**src/rtl/batt_sup_pkg.sv**
```systemverilog
package batt_sup_pkg;
  typedef enum logic [1:0] {
    MODE_SHDN  = 2'd0,
    MODE_IDLE  = 2'd1,
    MODE_DISCH = 2'd2,
    MODE_CHG   = 2'd3
  } batt_mode_t;

  localparam int NUM_FLAGS = 7;
  // flag vector positions (MSB first in the status byte)
  localparam int F_PRESENT = 6;
  localparam int F_REMOVED = 5;
  localparam int F_OVER    = 4;
  localparam int F_UNDER   = 3;
  localparam int F_HOT     = 2;
  localparam int F_COLD    = 1;
  localparam int F_TIMEOUT = 0;

  // {shutdown, mode1, mode0} -> operating mode
  function automatic batt_mode_t decode_mode(input logic [2:0] bits);
    if (bits[2])            return MODE_SHDN;
    else if (bits[1:0] == 2'b01) return MODE_DISCH;
    else if (bits[1:0] == 2'b10) return MODE_CHG;
    else                    return MODE_IDLE;
  endfunction
endpackage

```
**src/rtl/bsup_sync.sv**
```systemverilog
module bsup_sync #(
  parameter int W = 1,
  parameter int STAGES = 2,
  parameter logic [W-1:0] RST_VAL = '0
) (
  input  logic         clk,
  input  logic         rst,
  input  logic [W-1:0] din,
  output logic [W-1:0] dout
);
  logic [W-1:0] stage [STAGES];

  always_ff @(posedge clk) begin
    if (rst) stage[0] <= RST_VAL;
    else     stage[0] <= din;
  end

  for (genvar s = 1; s < STAGES; s++) begin : g_stage
    always_ff @(posedge clk) begin
      if (rst) stage[s] <= RST_VAL;
      else     stage[s] <= stage[s-1];
    end
  end

  assign dout = stage[STAGES-1];
endmodule

```
**src/rtl/bsup_spi.sv**
```systemverilog
module bsup_spi #(
  parameter int CMD_W  = 8,
  parameter int STAT_W = 8
) (
  input  logic              clk,
  input  logic              rst,
  input  logic              sclk_s,
  input  logic              cs_n_s,
  input  logic              mosi_s,
  input  logic [STAT_W-1:0] status,
  output logic              mode_load,
  output logic [2:0]        mode_bits,
  output logic              fs_clear,
  output logic              miso
);
  localparam int CNT_W   = $clog2(CMD_W + 1);
  localparam int IDX_PS  = 0;
  localparam int IDX_M1  = 1;
  localparam int IDX_M0  = 2;
  localparam int IDX_CLR = 3;

  logic              sclk_d, cs_d;
  logic [CNT_W-1:0]  cnt;
  logic [1:0]        hdr;
  logic              clr_bit;
  logic [STAT_W-1:0] tx_sh;
  logic              rise, fall, cs_start;

  assign rise     = sclk_s & ~sclk_d;
  assign fall     = ~sclk_s & sclk_d;
  assign cs_start = ~cs_n_s & cs_d;

  always_ff @(posedge clk) begin
    if (rst) begin
      sclk_d    <= 1'b0;
      cs_d      <= 1'b1;
      cnt       <= '0;
      hdr       <= '0;
      clr_bit   <= 1'b0;
      tx_sh     <= '0;
      miso      <= 1'b0;
      mode_load <= 1'b0;
      mode_bits <= 3'b100;
      fs_clear  <= 1'b0;
    end else begin
      sclk_d    <= sclk_s;
      cs_d      <= cs_n_s;
      mode_load <= 1'b0;
      fs_clear  <= 1'b0;
      if (cs_start) begin
        cnt     <= '0;
        clr_bit <= 1'b0;
        tx_sh   <= status;
        miso    <= status[STAT_W-1];
      end else if (!cs_n_s) begin
        if (rise && cnt != CNT_W'(CMD_W)) begin
          cnt <= cnt + 1'b1;
          if (cnt == CNT_W'(IDX_PS))  hdr[1]  <= mosi_s;
          if (cnt == CNT_W'(IDX_M1))  hdr[0]  <= mosi_s;
          if (cnt == CNT_W'(IDX_M0)) begin
            mode_load <= 1'b1;
            mode_bits <= {hdr, mosi_s};
          end
          if (cnt == CNT_W'(IDX_CLR)) clr_bit <= mosi_s;
          if (cnt == CNT_W'(CMD_W - 1)) fs_clear <= clr_bit;
        end
        if (fall) begin
          tx_sh <= tx_sh << 1;
          miso  <= tx_sh[STAT_W-2];
        end
      end
    end
  end
endmodule

```
**src/rtl/bsup_ctrl.sv**
```systemverilog
module bsup_ctrl
  import batt_sup_pkg::*;
(
  input  logic                 clk,
  input  logic                 rst,
  input  logic                 mode_load,
  input  logic [2:0]           mode_bits,
  input  logic                 fs_clear,
  input  logic [NUM_FLAGS-1:0] flags,
  output logic                 chg_en,
  output logic                 dis_en,
  output logic                 gauge_en,
  output logic                 ana_en,
  output logic                 failsafe
);
  batt_mode_t mode_q;
  logic common_ok, chg_ok, dis_ok, fault_now;

  assign common_ok = flags[F_PRESENT] & ~flags[F_REMOVED] & ~flags[F_HOT]
                   & ~flags[F_COLD] & ~flags[F_TIMEOUT];
  assign chg_ok    = common_ok & ~flags[F_OVER];
  assign dis_ok    = common_ok & ~flags[F_UNDER];
  assign fault_now = ((mode_q == MODE_CHG) & ~chg_ok)
                   | ((mode_q == MODE_DISCH) & ~dis_ok);

  always_ff @(posedge clk) begin
    if (rst) begin
      mode_q   <= MODE_SHDN;
      failsafe <= 1'b0;
      chg_en   <= 1'b0;
      dis_en   <= 1'b0;
      gauge_en <= 1'b0;
      ana_en   <= 1'b0;
    end else begin
      if (mode_load) mode_q <= decode_mode(mode_bits);
      if (fs_clear)       failsafe <= 1'b0;
      else if (fault_now) failsafe <= 1'b1;
      chg_en   <= (mode_q == MODE_CHG) & chg_ok & ~failsafe;
      dis_en   <= (mode_q == MODE_DISCH) & dis_ok & ~failsafe;
      gauge_en <= (mode_q == MODE_CHG) | (mode_q == MODE_DISCH);
      ana_en   <= (mode_q != MODE_SHDN);
    end
  end
endmodule

```
**src/rtl/batt_supervisor.sv**
```systemverilog
module batt_supervisor
  import batt_sup_pkg::*;
#(
  parameter int CMD_W       = 8,
  parameter int SYNC_STAGES = 2
) (
  input  logic clk,
  input  logic rst,
  input  logic spi_sclk,
  input  logic spi_cs_n,
  input  logic spi_mosi,
  output logic spi_miso,
  input  logic bat_present,
  input  logic bat_removed,
  input  logic cell_over_v,
  input  logic cell_under_v,
  input  logic temp_hot,
  input  logic temp_cold,
  input  logic timer_expired,
  output logic ana_pwr_en,
  output logic gauge_en,
  output logic chg_en,
  output logic dis_en
);
  localparam int STAT_W = NUM_FLAGS + 1;

  logic [NUM_FLAGS-1:0] flags_raw, flags_s;
  logic [2:0]           spi_raw, spi_s;
  logic                 mode_load, fs_clear, failsafe;
  logic [2:0]           mode_bits;

  assign flags_raw = {bat_present, bat_removed, cell_over_v, cell_under_v,
                      temp_hot, temp_cold, timer_expired};
  assign spi_raw   = {spi_sclk, spi_cs_n, spi_mosi};

  bsup_sync #(.W(NUM_FLAGS), .STAGES(SYNC_STAGES), .RST_VAL('0)) u_flag_sync (
    .clk(clk), .rst(rst), .din(flags_raw), .dout(flags_s)
  );

  bsup_sync #(.W(3), .STAGES(SYNC_STAGES), .RST_VAL(3'b010)) u_spi_sync (
    .clk(clk), .rst(rst), .din(spi_raw), .dout(spi_s)
  );

  bsup_spi #(.CMD_W(CMD_W), .STAT_W(STAT_W)) u_spi (
    .clk(clk), .rst(rst),
    .sclk_s(spi_s[2]), .cs_n_s(spi_s[1]), .mosi_s(spi_s[0]),
    .status({flags_s, failsafe}),
    .mode_load(mode_load), .mode_bits(mode_bits),
    .fs_clear(fs_clear), .miso(spi_miso)
  );

  bsup_ctrl u_ctrl (
    .clk(clk), .rst(rst),
    .mode_load(mode_load), .mode_bits(mode_bits), .fs_clear(fs_clear),
    .flags(flags_s),
    .chg_en(chg_en), .dis_en(dis_en), .gauge_en(gauge_en),
    .ana_en(ana_pwr_en), .failsafe(failsafe)
  );
endmodule

```
**config.mk**
```make
export PLATFORM = sky130hd
export DESIGN_NAME = batt_supervisor
export DESIGN_NICKNAME = d
export VERILOG_FILES = /design/src/rtl/batt_sup_pkg.sv /design/src/rtl/bsup_sync.sv /design/src/rtl/bsup_spi.sv /design/src/rtl/bsup_ctrl.sv /design/src/rtl/batt_supervisor.sv
export SDC_FILE = /design/constraint.sdc
export NUM_CORES = 1
export LEC_CHECK = 0
export BUFFER_PORTS_ARGS = -buffer_cell sky130_fd_sc_hd__buf_2
export CAP_MARGIN = 10
export CORE_MARGIN = 4
export CORE_UTILIZATION = 35
export CTS_CLUSTER_SIZE = 28
export DETAILED_ROUTE_END_ITERATION = 16
export HOLD_SLACK_MARGIN = 0.15
export SYNTH_ARGS = -nofsm -noshare
export SYNTH_HDL_FRONTEND = slang
export SYNTH_SLANG_ARGS = --single-unit
```
**constraint.sdc**
```tcl
create_clock -name clk -period 1.6 [get_ports clk]
set_input_delay 0.24 -clock clk [delete_from_list [all_inputs] [get_ports clk]]
set_output_delay 0.24 -clock clk [all_outputs]
set_load 0.05 [all_outputs]
```
==> results of run 1 <==
layer usage:
layer	part of all wire, %	track usage (%)
met1	48	14.90
met5	0	0
met4	2.4	6.588
met3	4.8	3.499
met2	45	17.03
how the worst max path moves through the flow:
stage                                        from  depth (start not counted)            end  slack [ns]
after floorplan           u_flag_sync.stage[1][1]                          3  u_ctrl.dis_en        0.13
after global placement    u_flag_sync.stage[1][1]                          3  u_ctrl.dis_en        0.11
after detailed placement   u_spi_sync.stage[1][1]                          3   u_spi.cnt[0]        0.10
after CTS                  u_spi_sync.stage[1][1]                          3   u_spi.cnt[0]        0.08
after global routing       u_spi_sync.stage[1][2]                          3   u_spi.cnt[0]        0.01
final                     u_flag_sync.stage[1][1]                          3  u_ctrl.dis_en        0.08
cell usage in the layout (no fill, tap or decap), drive strengths merged, types with 6 or more instances in the layout:
master	Yosys	final
a21oi	8	8
buf	0	22
dfxtp	49	49
dlygate4sd3	0	10
inv	13	15
mux2i	7	7
nand2	6	6
nor2	20	20
nor2b	23	23
layout make-up:
class                      count  area (µm²)
clock buffer                   5       68.82
clock inverter                 3       47.55
fill                         465        2638
inverter                      14       52.55
multi-input combinational    113       752.0
sequential                    49       980.9
tap                           67       83.83
timing repair buffer          32       225.2
stage by stage:
| stage | worst slack, ns | hold WS (ns) | utilization [%] | std cells | total power, mW |
|---|---|---|---|---|---|
| 2_1_floorplan | 0.1303 | 0.3191 | - | 182 | 1.356 |
| 3_3_place_gp | 0.1132 | 0.3931 | 41.14 | 265 | 1.391 |
| 3_5_place_dp | 0.1004 | 0.3952 | 41.14 | 265 | 1.393 |
| 4_1_cts | 0.07769 | 0.2810 | 45.60 | 283 | 2.323 |
| 5_1_grt | 0.01055 | 0.2971 | 45.60 | 283 | 2.395 |
| 6_report | 0.08290 | 0.2807 | 45.60 | 283 | 2.290 |
registers in the layout (all words and copies together) (netlist names), 2 cells and up:
| signal | count |
|---|---|
| u_spi.tx_sh | 7 |
| u_ctrl.mode_q | 2 |
| u_flag_sync.stage | 14 |
| u_spi.hdr | 2 |
| u_spi.cnt | 4 |
| u_spi_sync.stage | 6 |
| u_spi.mode_bits | 3 |
power by group through the flow:
stage	logic [mW]	clock network, mW	registers (mW)
floorplan	0.0589	0	1.30
global placement	0.0940	0	1.30
detailed placement	0.0953	0	1.30
CTS	0.114	0.940	1.27
global route	0.128	0.993	1.27
finish	0.113	0.908	1.27
cell families after synthesis:
group | count (synthesis) | share of synthesized area (%)
buffers and inverters | 20 | 4.152
multiplexers | 8 | 4.498
AO/OA/AOI/OAI | 25 | 10.04
AND/OR/NAND/NOR | 75 | 23.60
adder cells (fa/ha/maj) | 5 | 3.460
flip-flops | 49 | 54.26
timing repair:
item,CTS,global route
hold buffers,10,0
resized for setup,0,0
endpoints found under the hold margin,10,0
==> results.toml, run 1 <==
[outcome]
status = "finished clean"

[synth]
synthesis.nets = 199
area_of_the_mapped_netlist_mm2 = 0.001808
asyncSetResetFlopFracSynth_pct = 0
synth_top_area_cell = "sky130_fd_sc_hd__dfxtp_1"
synth.ff_latch_count = 49
syn_inst = 182
synth_top_cell_area_share_pct = 54.26
post_synth_main_area_contributors = "sky130_fd_sc_hd__dfxtp_1 54%, sky130_fd_sc_hd__nor2b_1 8.0%, sky130_fd_sc_hd__nor2_1 4.2%"
postSynthAreaPerCell_um2 = 9.934
ys_seq_area_share_pct = 54.26
synth-warning-count = 0
synth_most_common_cell = "sky130_fd_sc_hd__dfxtp_1"
synth-edff-count = 0
synth-main-ff-cell = "sky130_fd_sc_hd__dfxtp_1"
yosys-top-cells-count = "49 x sky130_fd_sc_hd__dfxtp_1, 23 x sky130_fd_sc_hd__nor2b_1, 20 x sky130_fd_sc_hd__nor2_1, 13 x sky130_fd_sc_hd__inv_1, 8 x sky130_fd_sc_hd__a21oi_1"
synth.lib_cells_used.distinct = 34

[worst_hold_path]
hold_class = "in2reg"
hold_path_depth = 2
worst_hold_path.endpoint = "u_ctrl.ana_en"
hold_path.startpoint = "rst"

[drt]
detailroute.via_count = 1324
iteration_0_drc_count_of_the_detailed_router = 58
vias_per_cell = 4.678
first_pass_iters = 4
route.detailed.wl_per_inst_um = 11.28
drt_wl_total_um = 3191
route.antenna.remaining_nets = 0
drc = 0

[placed_design]
detailed_place.area_mm2 = 0.001994
dp.final_hpwl_um = 2218
portBuffers = 16
finalWeightedCongestion = 0.7721

[layout]
antenna-diode-count = 0
fraction_of_final_layout_cells_sized_beyond_drive_strength_1_pct = 18.98
area_growth_pct = 22.28
post-route-cell-area_mm2 = 0.002211
layout_net_count = 232

[clocking]
cts_max_level = 2
number_of_buffers_inserted_during_clock_tree_synthesis = 5
clock_tree.buffer_depth = 2
skew_pair_late_insertion_delay_ns = 0.31
worst_setup_hold_path_clk_slew_ns = 0.10
post_cts_buffers = 0
cts_root_buf = "sky130_fd_sc_hd__clkbuf_8"
tritoncts = "yes"
tritoncts_num_sinks = 49

[power_and_ir_drop]
pwr-share-seq_pct = 55.4
switching_power_uw = 500.4
power_density_mw_per_mm2 = 1036
power.ir.vdd_worst_uv = 659.6
share_comb_of_total_power_pct = 4.9
total_leakage_power_nw = 0.8774
p_int_mw = 1.789
sw_frac_of_total_pct = 21.85
clkPwrFrac_pct = 39.7

[critical_path]
r2r_cells = 3
critical_path.endpoint_type = "flip-flop"
ff2ff_setup_slack_ns = 0.08
rr_startpoint = "u_flag_sync.stage[1][1]"
path_max_fanout = 2
required_ns = 1.84
critical_path.slowest_cell = "sky130_fd_sc_hd__or4b_4"
startpoint_type = "flip-flop"
crit_type = "reg2reg"
timing.critical_path.max_delay_family = "simple AND/OR/NAND/NOR gates"
timing.critical_path.mode_cell = "sky130_fd_sc_hd__or4b_4"
crit_chain = "or4b_4, or4b_4, nor3_2"
slowest_delay_ns = 0.53
cp.arrival_ns = 1.76
critical_path.n_buffers_inverters = 0
critical_path.reg2reg.endpoint = "u_ctrl.dis_en"

[global_routing]
antenna_found_initial = 0
grt_overflow = 0
pin_count_of_the_biggest_net_entering_global_routing = 28
globalRouteTotalUtil_pct = 11.56
global_route_wire_length_before_repair_um = 5699
first_global_vias = 1236

[die]
coreArea_mm2 = 0.004848
ioPinCount = 17
floorplan.initialDensity_pct = 37.29
dieHeight_um = 79.87
die_area_mm2 = 0.006379
floorplan.die.width_um = 79.87
total_number_of_placement_rows = 25

[sta]
setup_repair_after_global_routing_missed_its_margin = "false"
final_total_negative_setup_slack_ns = 0
worst_slew_margin_rel_pct = 65.30
finalSetupViolCount = 0
layout_worst_path_cycle_share_pct = 94.82
worst_clock_skew_ns = 0.007430
fmax_mhz = 659.2
worst-slew-pin-transition_ns = 0.5194
drv_slew = 0
final-hold-violation-count = 0
post-route-min-period_ns = 1.517

[flow_run]
max_cap_viol_count = 0
Note: power is estimated with default switching activity, not from simulation.
==> run 2, diff against run 1 <==
- CORE_UTILIZATION: 35 -> 55
- PLACE_DENSITY: not set -> 0.75
==> run 2 against run 1 <==
Sequential cell count unchanged; first-iteration DRC count increased by 40%; sequential share of layout area increased by 2.1 points; register-to-register slack worse by 0.02 ns; largest power group unchanged.
==> results.toml, run 2 (synthesized netlist as in run 1, its figures left out) <==
[die]
ioPinCount = 17
die_area_mm2 = 0.004269
total_number_of_placement_rows = 20
floorplan.die.width_um = 65.34
dieHeight_um = 65.34
coreArea_mm2 = 0.003103
floorplan.initialDensity_pct = 58.27

[worst_hold_path]
hold_path.startpoint = "rst"
hold_class = "in2reg"

[drt]
vias_per_cell = 5.101
route.detailed.wl_per_inst_um = 11.88
detailroute.via_count = 1311
drt_wl_total_um = 3053
drc = 0
route.antenna.remaining_nets = 0
iteration_0_drc_count_of_the_detailed_router = 81
first_pass_iters = 4

[clocking]
skew_pair_late_insertion_delay_ns = 0.37
tritoncts_num_sinks = 49
cts_max_level = 2
cts_root_buf = "sky130_fd_sc_hd__clkbuf_4"
worst_setup_hold_path_clk_slew_ns = 0.16
number_of_buffers_inserted_during_clock_tree_synthesis = 5
post_cts_buffers = 0
clock_tree.buffer_depth = 2
tritoncts = "yes"

[critical_path]
slowest_delay_ns = 0.53
critical_path.slowest_cell = "sky130_fd_sc_hd__or4b_4"
timing.critical_path.max_delay_family = "simple AND/OR/NAND/NOR gates"
critical_path.endpoint_type = "flip-flop"
timing.critical_path.mode_cell = "sky130_fd_sc_hd__or4b_4"
path_max_fanout = 2
required_ns = 1.91
crit_type = "reg2reg"
crit_chain = "or4b_4, or4b_4, nor3_2"
cp.arrival_ns = 1.85
setup.worst_path.start = "u_flag_sync.stage[1][1]"
startpoint_type = "flip-flop"
critical_path.n_buffers_inverters = 0
rr_startpoint = "u_flag_sync.stage[1][1]"

[placed_design]
portBuffers = 16
numPlacedInstances = 239
finalWeightedCongestion = 0.8628
dp.final_hpwl_um = 2167
pre_cts_ws_ns = 0.06853

[layout]
layout_net_count = 229
fraction_of_final_layout_cells_sized_beyond_drive_strength_1_pct = 18.31
layout.cells.most_common = "sky130_fd_sc_hd__dfxtp_1"
largest_register = "u_flag_sync.stage"
mostFrequentLayoutCells = "49 x sky130_fd_sc_hd__dfxtp_1, 23 x sky130_fd_sc_hd__nor2b_1, 20 x sky130_fd_sc_hd__nor2_1"
biggest_regs = "u_flag_sync.stage: 14 flops, u_spi.tx_sh: 7 flops, u_spi_sync.stage: 6 flops"
antenna-diode-count = 0
area_growth_pct = 16.82
largest_reg_flops = 14
fin_cells = 257

[global_routing]
pin_count_of_the_biggest_net_entering_global_routing = 30
antenna_found_initial = 0
grt_overflow = 0
first_global_vias = 1313
global_route_wire_length_before_repair_um = 5637
globalRouteTotalUtil_pct = 17.10

[power_and_ir_drop]
power_density_mw_per_mm2 = 926.0
total_leakage_power_nw = 0.8360
power.ir.vdd_worst_uv = 510.8

[sta]
layout_worst_path_cycle_share_pct = 96.12
worst_clock_skew_ns = 0.02030
final_total_negative_setup_slack_ns = 0
setup_repair_after_global_routing_missed_its_margin = "false"
finalSetupViolCount = 0
final-hold-violation-count = 0
fmax_mhz = 650.2
final_critical_path_setup_slack_ns = 0.06212
post-route-min-period_ns = 1.538
worst_slew_margin_rel_pct = 67.15
drv_slew = 0
worst-slew-pin-transition_ns = 0.4918

[flow_run]
max_cap_viol_count = 0

[outcome]
status = "finished clean"
==> run 2: area by class of cell <==
| type | instances | area (µm²) |
|---|---|---|
| sequential | 49 | 980.9 |
| timing repair buffer | 29 | 202.7 |
| multi-input combinational | 113 | 758.2 |
| clock inverter | 3 | 25.02 |
| clock buffer | 5 | 37.54 |
| fill | 271 | 991.0 |
| inverter | 14 | 52.55 |
| tap | 44 | 55.05 |
==> run 2: final timing paths <==
| kind | endpoint | slack, ns | depth (start not counted) |
|---|---|---|---|
| worst max-delay path | u_ctrl.dis_en | 0.06 | 3 |
| worst min-delay path | u_ctrl.mode_q[0] | 0.18 | 2 |
| worst max register to register | u_ctrl.dis_en | 0.06 | 3 |
| worst min register to register | u_ctrl.failsafe | 0.40 | 1 |
==> run 2: power by group <==
group / switching, mW / internal, mW / total (mW) / leakage [nW]
Clock: 0.395 / 0.180 / 0.575 / 0.0318
Sequential: 0.0176 / 1.25 / 1.27 / 0.400
Combinational: 0.0517 / 0.0574 / 0.109 / 0.404
Total: 0.464 / 1.49 / 1.96 / 0.836
==> run 2: timing repair <==
item / CTS / global route
hold endpoints to repair: 10 / 0
hold buffers: 10 / 0
resized for setup: 0 / 1
setup endpoints to repair: 0 / 1
==> run 2: per-stage QoR <==
stage / power, mW / instance area [µm²] / hold slack (ns) / utilization (%)
floorplan: 1.356 / 1808 / 0.3191 / -
global placement: 1.386 / 1943 / 0.4104 / 62.62
detailed placement: 1.389 / 1943 / 0.4086 / 62.62
CTS: 1.976 / 2106 / 0.1779 / 67.86
global route: 2.067 / 2112 / 0.1639 / 68.06
finish: 1.956 / 2112 / 0.1811 / 68.06
==> run 2: layer usage <==
layer	vias up	wire, µm	GRT usage [%]
met5	-	0	0
met2	22	1421	27.43
met1	613	1484	21.71
met3	4	101	4.103
met4	0	46	7.772
li1	672	-	-
